<file path="config.mk">
export PLATFORM = sky130hd
export DESIGN_NAME = cfg_keyed_port
export DESIGN_NICKNAME = d
export VERILOG_FILES = /design/src/rtl/cfgkp_pkg.sv /design/src/rtl/cfgkp_key.sv /design/src/rtl/cfgkp_globals.sv /design/src/rtl/cfgkp_bank.sv /design/src/rtl/cfg_keyed_port.sv
export SDC_FILE = /design/constraint.sdc
export NUM_CORES = 1
export LEC_CHECK = 0
export BUFFER_PORTS_ARGS = -buffer_cell sky130_fd_sc_hd__buf_4
export CAP_MARGIN = 15
export CORE_ASPECT_RATIO = 0.6
export CORE_MARGIN = 4
export CORE_UTILIZATION = 49
export DETAILED_ROUTE_END_ITERATION = 12
export GPL_TIMING_DRIVEN = 1
export PLACE_DENSITY = 0.76
export RECOVER_POWER = 25
export SETUP_SLACK_MARGIN = 0.05
export SLEW_MARGIN = 10
export SYNTH_ARGS = -nofsm -noshare
export SYNTH_HDL_FRONTEND = slang
export SYNTH_SLANG_ARGS = --single-unit
</file>
<file path="constraint.sdc">
create_clock -name clk -period 2.62 [get_ports clk]
set_input_delay 0.655 -clock clk [delete_from_list [all_inputs] [get_ports clk]]
set_output_delay 0.655 -clock clk [all_outputs]
set_load 0.005 [all_outputs]
</file>
<file path="src/rtl/cfgkp_pkg.sv">
package cfgkp_pkg;

   typedef enum logic [1:0] {
      KS_LOCKED = 2'd0,
      KS_ARMED  = 2'd1,
      KS_OPEN   = 2'd2
   } key_state_e;

   localparam logic [7:0] KEY_OPEN  = 8'h87;
   localparam logic [7:0] KEY_CLOSE = 8'hAA;

   localparam logic [7:0] IX_LDN      = 8'h07;
   localparam logic [7:0] IX_DEVID_HI = 8'h20;
   localparam logic [7:0] IX_DEVID_LO = 8'h21;
   localparam logic [7:0] IX_REV      = 8'h22;
   localparam logic [7:0] IX_MFR_HI   = 8'h23;
   localparam logic [7:0] IX_MFR_LO   = 8'h24;
   localparam logic [7:0] IX_BANK_LO  = 8'h30;

   localparam int unsigned NUM_PINSEL = 4;
   localparam logic [NUM_PINSEL*8-1:0] PINSEL_IX = {8'h2B, 8'h2A, 8'h29, 8'h27};

   localparam logic [7:0] RD_FLOAT = 8'hFF;
   localparam logic [7:0] RD_EMPTY = 8'h00;

endpackage

</file>
<file path="src/rtl/cfgkp_key.sv">
module cfgkp_key
   import cfgkp_pkg::*;
(
   input  logic       clk,
   input  logic       rst_n,
   input  logic       idx_wr,
   input  logic [7:0] wdata,
   output logic       unlocked,
   output logic [7:0] idx
);

   key_state_e state_q, state_d;
   logic [7:0] idx_d;

   always_comb begin
      state_d = state_q;
      idx_d   = idx;
      if (idx_wr) begin
         unique case (state_q)
            KS_LOCKED: state_d = (wdata == KEY_OPEN) ? KS_ARMED : KS_LOCKED;
            KS_ARMED:  state_d = (wdata == KEY_OPEN) ? KS_OPEN  : KS_LOCKED;
            KS_OPEN: begin
               if (wdata == KEY_CLOSE) state_d = KS_LOCKED;
               else                    idx_d   = wdata;
            end
            default:   state_d = KS_LOCKED;
         endcase
      end
   end

   always_ff @(posedge clk or negedge rst_n) begin
      if (!rst_n) begin
         state_q <= KS_LOCKED;
         idx     <= 8'h00;
      end else begin
         state_q <= state_d;
         idx     <= idx_d;
      end
   end

   assign unlocked = (state_q == KS_OPEN);

   // opening is always caused by a key byte on the index port
   p_open_by_key_r2: assert property (@(posedge clk) disable iff (!rst_n)
      $rose(unlocked) |-> $past(idx_wr && wdata == KEY_OPEN));

   // the lock byte closes the port on the next cycle
   p_close_r4: assert property (@(posedge clk) disable iff (!rst_n)
      (unlocked && idx_wr && wdata == KEY_CLOSE) |=> !unlocked);

   // the index only moves on an index-port write
   p_idx_hold_r6: assert property (@(posedge clk) disable iff (!rst_n)
      !idx_wr |=> $stable(idx));

endmodule

</file>
<file path="src/rtl/cfgkp_globals.sv">
module cfgkp_globals
   import cfgkp_pkg::*;
#(
   parameter logic [15:0]              DEV_ID     = 16'h0A52,
   parameter logic [7:0]               DEV_REV    = 8'h13,
   parameter logic [15:0]              MFR_ID     = 16'h1934,
   parameter logic [NUM_PINSEL*8-1:0]  PINSEL_RST = '0
) (
   input  logic       clk,
   input  logic       rst_n,
   input  logic       unlocked,
   input  logic       wr,
   input  logic [7:0] idx,
   input  logic [7:0] wdata,
   output logic [7:0] ldn,
   output logic       hit,
   output logic [7:0] rdata
);

   logic [7:0] pin_q [NUM_PINSEL];
   logic [NUM_PINSEL-1:0] pin_hit;

   always_ff @(posedge clk or negedge rst_n) begin
      if (!rst_n)                    ldn <= 8'h00;
      else if (wr && idx == IX_LDN)  ldn <= wdata;
   end

   for (genvar gi = 0; gi < NUM_PINSEL; gi++) begin : g_pinsel
      localparam logic [7:0] MY_IX = PINSEL_IX[gi*8 +: 8];
      assign pin_hit[gi] = (idx == MY_IX);
      always_ff @(posedge clk or negedge rst_n) begin
         if (!rst_n)               pin_q[gi] <= PINSEL_RST[gi*8 +: 8];
         else if (wr && pin_hit[gi]) pin_q[gi] <= wdata;
      end
   end

   always_comb begin
      hit   = 1'b1;
      rdata = RD_EMPTY;
      unique case (idx)
         IX_LDN:      rdata = ldn;
         IX_DEVID_HI: rdata = DEV_ID[15:8];
         IX_DEVID_LO: rdata = DEV_ID[7:0];
         IX_REV:      rdata = DEV_REV;
         IX_MFR_HI:   rdata = MFR_ID[15:8];
         IX_MFR_LO:   rdata = MFR_ID[7:0];
         default:     hit   = 1'b0;
      endcase
      for (int i = 0; i < NUM_PINSEL; i++) begin
         if (pin_hit[i]) begin
            hit   = 1'b1;
            rdata = pin_q[i];
         end
      end
   end

   // a locked port never changes the device selector
   p_ldn_locked_r5: assert property (@(posedge clk) disable iff (!rst_n)
      !unlocked |=> $stable(ldn));

   // the selector only moves on a data write at its own index
   p_ldn_write_r8: assert property (@(posedge clk) disable iff (!rst_n)
      !(wr && idx == IX_LDN) |=> $stable(ldn));

endmodule

</file>
<file path="src/rtl/cfgkp_bank.sv">
module cfgkp_bank
   import cfgkp_pkg::*;
(
   input  logic       clk,
   input  logic       rst_n,
   input  logic       unlocked,
   input  logic       dat_wr,
   input  logic       dat_rd,
   input  logic [7:0] idx,
   input  logic [7:0] wdata,
   input  logic [7:0] ldn,
   output logic       in_bank,
   output logic [7:0] bank_sel,
   output logic [7:0] bank_idx,
   output logic       bank_we,
   output logic       bank_re,
   output logic [7:0] bank_wdata
);

   assign in_bank    = (idx >= IX_BANK_LO);
   assign bank_sel   = ldn;
   assign bank_idx   = idx;
   assign bank_wdata = wdata;
   assign bank_we    = unlocked & dat_wr & in_bank;
   assign bank_re    = unlocked & dat_rd & in_bank;

   // no bank traffic while the port is locked
   p_bank_quiet_r5: assert property (@(posedge clk) disable iff (!rst_n)
      !unlocked |-> !bank_we && !bank_re);

   // a bank strobe always addresses the banked range
   p_bank_range_r10: assert property (@(posedge clk) disable iff (!rst_n)
      (bank_we || bank_re) |-> bank_idx >= IX_BANK_LO);

   // read and write strobes never coincide with the wrong host request
   p_bank_dir_r10: assert property (@(posedge clk) disable iff (!rst_n)
      bank_we |-> dat_wr);

endmodule

</file>
<file path="src/rtl/cfg_keyed_port.sv">
module cfg_keyed_port
   import cfgkp_pkg::*;
#(
   parameter int unsigned              ADDR_W     = 16,
   parameter logic [ADDR_W-1:0]        BASE_ADDR  = 'h2E,
   parameter logic [15:0]              DEV_ID     = 16'h0A52,
   parameter logic [7:0]               DEV_REV    = 8'h13,
   parameter logic [15:0]              MFR_ID     = 16'h1934,
   parameter logic [NUM_PINSEL*8-1:0]  PINSEL_RST = '0
) (
   input  logic              clk,
   input  logic              rst_n,
   input  logic [ADDR_W-1:0] io_addr,
   input  logic              io_wr,
   input  logic              io_rd,
   input  logic [7:0]        io_wdata,
   output logic [7:0]        io_rdata,
   output logic [7:0]        bank_sel,
   output logic [7:0]        bank_idx,
   output logic              bank_we,
   output logic              bank_re,
   output logic [7:0]        bank_wdata,
   input  logic [7:0]        bank_rdata
);

   localparam logic [ADDR_W-1:0] DATA_ADDR = BASE_ADDR + ADDR_W'(1);

   if (ADDR_W < 2) begin : g_bad_width
      $error("cfg_keyed_port: ADDR_W must be at least 2");
   end
   if (BASE_ADDR[0] != 1'b0) begin : g_bad_base
      $error("cfg_keyed_port: BASE_ADDR must be even");
   end

   logic       hit_idx, hit_dat;
   logic       unlocked, in_bank, glb_hit;
   logic [7:0] idx, ldn, glb_rdata;
   logic       dat_wr_open;

   assign hit_idx     = (io_addr == BASE_ADDR);
   assign hit_dat     = (io_addr == DATA_ADDR);
   assign dat_wr_open = io_wr & hit_dat & unlocked;

   cfgkp_key u_key (
      .clk      (clk),
      .rst_n    (rst_n),
      .idx_wr   (io_wr & hit_idx),
      .wdata    (io_wdata),
      .unlocked (unlocked),
      .idx      (idx)
   );

   cfgkp_globals #(
      .DEV_ID     (DEV_ID),
      .DEV_REV    (DEV_REV),
      .MFR_ID     (MFR_ID),
      .PINSEL_RST (PINSEL_RST)
   ) u_glb (
      .clk      (clk),
      .rst_n    (rst_n),
      .unlocked (unlocked),
      .wr       (dat_wr_open & ~in_bank),
      .idx      (idx),
      .wdata    (io_wdata),
      .ldn      (ldn),
      .hit      (glb_hit),
      .rdata    (glb_rdata)
   );

   cfgkp_bank u_bank (
      .clk        (clk),
      .rst_n      (rst_n),
      .unlocked   (unlocked),
      .dat_wr     (io_wr & hit_dat),
      .dat_rd     (io_rd & hit_dat),
      .idx        (idx),
      .wdata      (io_wdata),
      .ldn        (ldn),
      .in_bank    (in_bank),
      .bank_sel   (bank_sel),
      .bank_idx   (bank_idx),
      .bank_we    (bank_we),
      .bank_re    (bank_re),
      .bank_wdata (bank_wdata)
   );

   always_comb begin
      io_rdata = RD_FLOAT;
      if (unlocked) begin
         if (hit_idx)                 io_rdata = idx;
         else if (hit_dat && in_bank) io_rdata = bank_rdata;
         else if (hit_dat && glb_hit) io_rdata = glb_rdata;
         else if (hit_dat)            io_rdata = RD_EMPTY;
      end
   end

   // reads of either port return the float value while locked
   p_locked_read_r5: assert property (@(posedge clk) disable iff (!rst_n)
      (!unlocked && io_rd && (hit_idx || hit_dat)) |-> io_rdata == RD_FLOAT);

   // foreign addresses never move the port's index
   p_foreign_r12: assert property (@(posedge clk) disable iff (!rst_n)
      (io_wr && !hit_idx) |=> $stable(idx));

endmodule

</file>
# == Word level (Yosys, flattened, before mapping) ==
# Index checks and enable logic that the tools add are counted.
# totals
ff_bits,50
latch_bits,0
mem_bits_rw,0
rom_bits,0
inputBits,36
elab_cells,65
memories,0
# classes
addsub,0
mul,0
div_mod_pow,0
n_lt_le_gt_ge,1
n_eq_ne,17
shifts,0
n_mux,19
bitwise_logic,10
n_reduce_logical,11
# ops
operator,count
$eq A8 B6 Y1 const B,9
$mux W8,9
$pmux W8 S6,1
$eq A16 B6 Y1 const B,2
$eq A8 B8 Y1 const B,2
$and A1 B1 Y1,8
$eq A8 B3 Y1 const B,1
$ge A8 B6 Y1 const B,1
$logic_and A1 B1 Y1,7
$mux W1,6
$pmux W2 S3,1
$reduce_or A6 Y1,1
$mux W2,2
$reduce_and A3 Y1,1
$eq A2 B1 Y1 const B,1
$eq A2 B2 Y1 const B,1
$logic_not A2 Y1,1
$ne A2 B2 Y1 const B,1
$not A1 Y1,2
$reduce_and A2 Y1,1

# == Depth between registers and ports, before layout ==
# logic_depth
word_depth,12
ltp_mapped,8
ltp_nobuf,6

# == Cells and area by module ==
# Synthesis repeated with hierarchy kept, for this count alone.
# unflattened
hier_cells,297
hier_area_um2,3188.1
# by_module_without_submodules
mod,n_inst,cells_each,area_per_inst_um2,seq_area_each_um2
cfgkp_globals,1,176,2123.3,1001.0
cfgkp_key,1,34,478.0,250.2
cfg_keyed_port,1,60,385.4,0.0
cfgkp_bank,1,27,201.4,0.0

# == Worst setup path before layout ==
# OpenSTA, ideal clock, no wires.
# synth_timing
path_kind,input port to flip-flop
start,input port io_addr[14]
end,register u_glb.pin_q[16] (netlist bit)
arrival_ns,2.616
required_ns,2.495
setup_slack_ns,-0.121
path_stages,8
cell_sequence,nor4b_2 nand4_1 or2_1 buf_6 or3_4 or3_1 buf_6 mux2_4
# synth_between
elab_chain_len,5
# synth_rtl
item,line,source
"start, declared",cfg_keyed_port.sv:13,"input logic [ADDR_W-1:0] io_addr,"
$eq A16 B6 Y1,cfg_keyed_port.sv:41,assign hit_dat = (io_addr == DATA_ADDR);
$and A1 B1 Y1 (2 in a row),cfg_keyed_port.sv:42,assign dat_wr_open = io_wr & hit_dat & unlocked;
$and A1 B1 Y1,cfg_keyed_port.sv:62,".wr (dat_wr_open & ~in_bank),"
$logic_and A1 B1 Y1,cfgkp_globals.sv:33,else if (wr && pin_hit[gi]) pin_q[gi] <= wdata;
"end signal, assigned by index",cfgkp_globals.sv:32,if (!rst_n) pin_q[gi] <= PINSEL_RST[gi*8 +: 8];
"end signal, assigned by index",cfgkp_globals.sv:33,
"end, declared",cfgkp_globals.sv:20,logic [7:0] pin_q [NUM_PINSEL];
# Every way passes these cells.
# A chain may end at the register's enable or synchronous reset.

# == Worst setup path after layout ==
# layout_timing
start,register u_key.idx[5]
end,output port io_rdata[6]
# layout_between
elab_chain_len,12
word_cells_on_any_way,28
# layout_rtl
item,line,source
"start, declared",cfgkp_key.sv:9,output logic [7:0] idx
"start signal, assigned",cfgkp_key.sv:37,idx <= idx_d;
$eq A8 B6 Y1 or $eq A8 B3 Y1 (tied branches),cfgkp_globals.sv:40,unique case (idx)
$reduce_or A6 Y1 (no line),--,
$mux W1,cfgkp_globals.sv:40,
$mux W1 (4 in a row),cfgkp_globals.sv:50,if (pin_hit[i]) begin
$logic_and A1 B1 Y1,cfg_keyed_port.sv:92,else if (hit_dat && glb_hit) io_rdata = glb_rdata;
$mux W8,cfg_keyed_port.sv:92,
$mux W8 (*),cfg_keyed_port.sv:91,else if (hit_dat && in_bank) io_rdata = bank_rdata;
$mux W8 (*),cfg_keyed_port.sv:90,if (hit_idx) io_rdata = idx;
$mux W8 (*),cfg_keyed_port.sv:89,if (unlocked) begin
"end, declared",cfg_keyed_port.sv:17,"output logic [7:0] io_rdata,"
# Every way passes the cells marked *; elsewhere a longest branch is shown, timed or not.

==> run summary <==
The share of synthesized area occupied by flip-flops and latches was 0.405. The largest fanout of any net on the critical path is 5. Leaving out fill and tap cells, the most frequent cells in the layout are sky130_fd_sc_hd__buf_4, sky130_fd_sc_hd__dfrtp_1, sky130_fd_sc_hd__mux2_4.

Leakage power of the design: 0.00216 uW. The kind of cell with the highest combined delay along the critical path is compound AO/OA/AOI/OAI gates. After detailed routing, the number of vias per cell comes to 6.05. The worst-case IR drop observed on VDD is 0.000217 V. The worst reg2reg path startpoint is u_key.state_q[0]. The number of warnings printed during yosys synthesis was 0.

Clock tree synthesis inserted a total of 5 buffers. The tools report the clock latency of the later-clocked register in the worst-skew pair as 310 ps. The critical path startpoint category is a register. The tools report the first-iteration detailed-routing DRC count as 284.

The path with the worst hold slack has its endpoint at u_glb.pin_q[18]. STA puts the critical path data arrival time at 2270 ps. For the final routed database, the setup TNS stands at -5960 ps. The tools report the number of placed I/O pins as 70. Normalized max-slew margin: 0.160. The worst reg2reg path endpoint is u_glb.pin_q[5]. The number of synthesized flops with an enable pin is 0, and the final weighted congestion of routability-driven global placement is 0.961. In this run, post-CTS hold repair placed 0 buffers. Data on the critical path is required at its endpoint by 1970 ps.

The die covers 7680 um^2. The share of post-route cells with drive strength above 1 was 0.540; the internal reg-to-reg setup slack was 120 ps. No sink is reached through more buffers than the 2 on the longest clock path. The logs give 0 for the number of endpoints with negative hold slack in the final report and 0.256 for the combined global-route utilization of all metal layers. Setup repair after global routing could not meet its margin everywhere.

The tools report the number of global-route vias before repair as 2846. TritonCTS built the clock tree. Relative to the synthesized area, the layout overhead comes to 41.7%. For this run, the leading register cell type out of synthesis is sky130_fd_sc_hd__dfrtp_1. The first global-routing pass estimated 15.7 mm of wire. The logs give 0.716 for the core occupancy in the finished layout and 3090 um^2 for the post-synthesis cell area. The largest single stage delay on the critical path is 450 ps. The hold-critical path depth works out to 1.

Measured along the x axis, the die boundary spans 110 um. The worst-path cell with the longest stage delay was sky130_fd_sc_hd__dfrtp_1. The flip-flop and latch count after synthesis works out to 50. Category of the critical setup timing path: reg -> out. The standard-cell row count is 22, and the post-detailed-route wirelength per cell is 21.0 um. The critical path capture point type was a primary output. The worst setup margin is -308 ps.

The clock root buffer is sky130_fd_sc_hd__clkbuf_8. For the largest net degree at the start of global routing, the log shows 51. The share of the cycle needed by the critical path after routing was 1.12; the height of the die was 69.5 um. The fraction of registers with async set/reset works out to 1.00. The run gives 2 as the CTS H-tree depth. The DRC violation count after routing is 0, and the placeable core region is 6110 um^2. After clock tree synthesis, the clock-pin slew on the worst setup and hold paths is 90 ps. The detailed-placement wirelength estimate came out at 7.14 mm. Max-cap violations in this run came to 0.

In this run the remaining antenna-violating nets after routing total 0. Detailed routing inserted a total of 2903 vias. The tightest min-delay check is of the reg -> reg type.

After synthesis, the mean cell area works out to 10.5 um^2. The final reports fail on setup timing. The logs give 0.505 for the starting utilization of the core area and 0 for the initial antenna violation count. The logs give 5 for the number of optimization iterations in the first detailed-route pass and 0 for the number of max-slew violations in the final report.

The tools report the total length of routed wires as 10.1 mm. The signal on the critical path passes through nor2b_1 -> o21ai_0 -> a211oi_2 -> buf_4 -> o21ai_0 -> o2bb2ai_2 -> a31oi_1 -> buf_4. The logs give 432 for the layout net count and 50 for the sink count of the clock tree. The number of buffer and inverter stages on the critical path is 2. The number of nets handed over by synthesis was 331.

For this design the ratio of total power to cell area is 334 nW/um^2. The worst clock skew was 4.39 ps. Static timing analysis puts the maximum clock frequency at 341 MHz.

Timing analysis after detailed placement gives a worst setup slack of -294 ps. In this run the most critical hold path is launched from u_glb.pin_q[18]. The run finished, with violations left.

The layout filler cell count is 429. The repair_antennas step left the layout with diodes totalling 0. The number of cells on the worst reg-to-reg path is 8. The number of cells produced by synthesis came out at 295.

The quantity of I/O buffers inserted on ports was 69. Synthesis instantiated 54 different standard cells from the library. The routed design could run at a clock period as short as 2930 ps. The leftover overflow at the end of global routing was 0. The most common cell after layout, fill and taps aside is sky130_fd_sc_hd__buf_4.

The transition time at the pin with the least slew margin was 1260 ps; the number of setup violations in the final report was 48.
[metal layers]
layer	GRT usage	routed length (um)
met2	0.389	4580
met3	0.0645	944
met1	0.367	4330
met4	0.0628	235
met5	0	0
[worst max-delay path by stage]
stage | from | end | slack, ps | cells past startpoint
after floorplan | io_addr[9] | u_glb.pin_q[16] | -80 | 8
after global placement | io_addr[14] | u_glb.pin_q[6] | -190 | 8
after detailed placement | io_addr[9] | u_glb.pin_q[0] | -290 | 8
after CTS | io_addr[15] | io_rdata[5] | -180 | 9
after global routing | u_key.idx[5] | io_rdata[6] | -370 | 8
final | u_key.idx[5] | io_rdata[6] | -310 | 8
[stage by stage]
stage | hold slack [ps] | instance area [um^2] | total power, uW | std cells
floorplan | 359 | 3120 | 808 | 295
global placement | 492 | 3920 | 891 | 465
detailed placement | 496 | 3920 | 893 | 465
CTS | 387 | 4240 | 1460 | 478
global route | 532 | 4370 | 1500 | 480
finish | 519 | 4370 | 1460 | 480
[power breakdown]
| group | switching [uW] | internal (uW) | total [uW] |
|---|---|---|---|
| clock | 266 | 306 | 572 |
| combinational | 60.7 | 54.8 | 115 |
| sequential | 0.108 | 771 | 771 |
| total | 327 | 1130 | 1460 |
[cell usage after synthesis (3+ instances only)]
cell	instances	area [um^2]
sky130_fd_sc_hd__buf_6	5	56.3
sky130_fd_sc_hd__nand4_1	3	18.8
sky130_fd_sc_hd__nand3_1	7	35.0
sky130_fd_sc_hd__clkbuf_1	11	41.3
sky130_fd_sc_hd__a21oi_1	26	130
sky130_fd_sc_hd__nand2_1	19	71.3
sky130_fd_sc_hd__o221ai_1	4	35.0
sky130_fd_sc_hd__mux2i_1	5	50.1
sky130_fd_sc_hd__buf_4	8	60.1
sky130_fd_sc_hd__dfrtp_1	50	1250
sky130_fd_sc_hd__nor2_1	23	86.3
sky130_fd_sc_hd__and3_1	4	25.0
sky130_fd_sc_hd__nor4_1	3	18.8
sky130_fd_sc_hd__nor2b_1	4	25.0
sky130_fd_sc_hd__nor3_1	6	30.0
sky130_fd_sc_hd__o21ai_0	13	65.1
sky130_fd_sc_hd__mux2_4	32	480
sky130_fd_sc_hd__mux2_2	7	78.8
sky130_fd_sc_hd__mux2_1	8	90.1
sky130_fd_sc_hd__inv_1	6	22.5
sky130_fd_sc_hd__or3_1	5	31.3
[timing repair]
action,in CTS,in global routing
setup endpoints to repair,18,50
pin swaps,14,10
resized for setup,47,29
setup buffers,6,2
cloned,0,0
[state kept, by name, indices dropped and copies added, names as in the netlist]
signal	flops
u_glb.ldn	8
u_glb.pin_q	32
u_key.idx	8
u_key.state_q	2
[cell type report]
type,instances,area (um^2),area share
Tap cell,84,105,0.0240
Timing Repair Buffer,119,995,0.227
Sequential cell,50,1260,0.287
Multi-Input combinational cell,214,1880,0.430
Inverter,6,22.5,0.00515
Clock inverter,1,30.0,0.00686
Clock buffer,6,82.6,0.0189
[cell families after synthesis]
kind of cell	Yosys count	synth area share
AND/OR/NAND/NOR	93	0.168
AO/OA/AOI/OAI	67	0.135
multiplexers	52	0.227
flip-flops	50	0.405
buffers and inverters	31	0.0596
XOR/XNOR	1	0.00284
adder cells (fa/ha/maj)	1	0.00324
No activity file was read; power rests on OpenSTA's default activity.
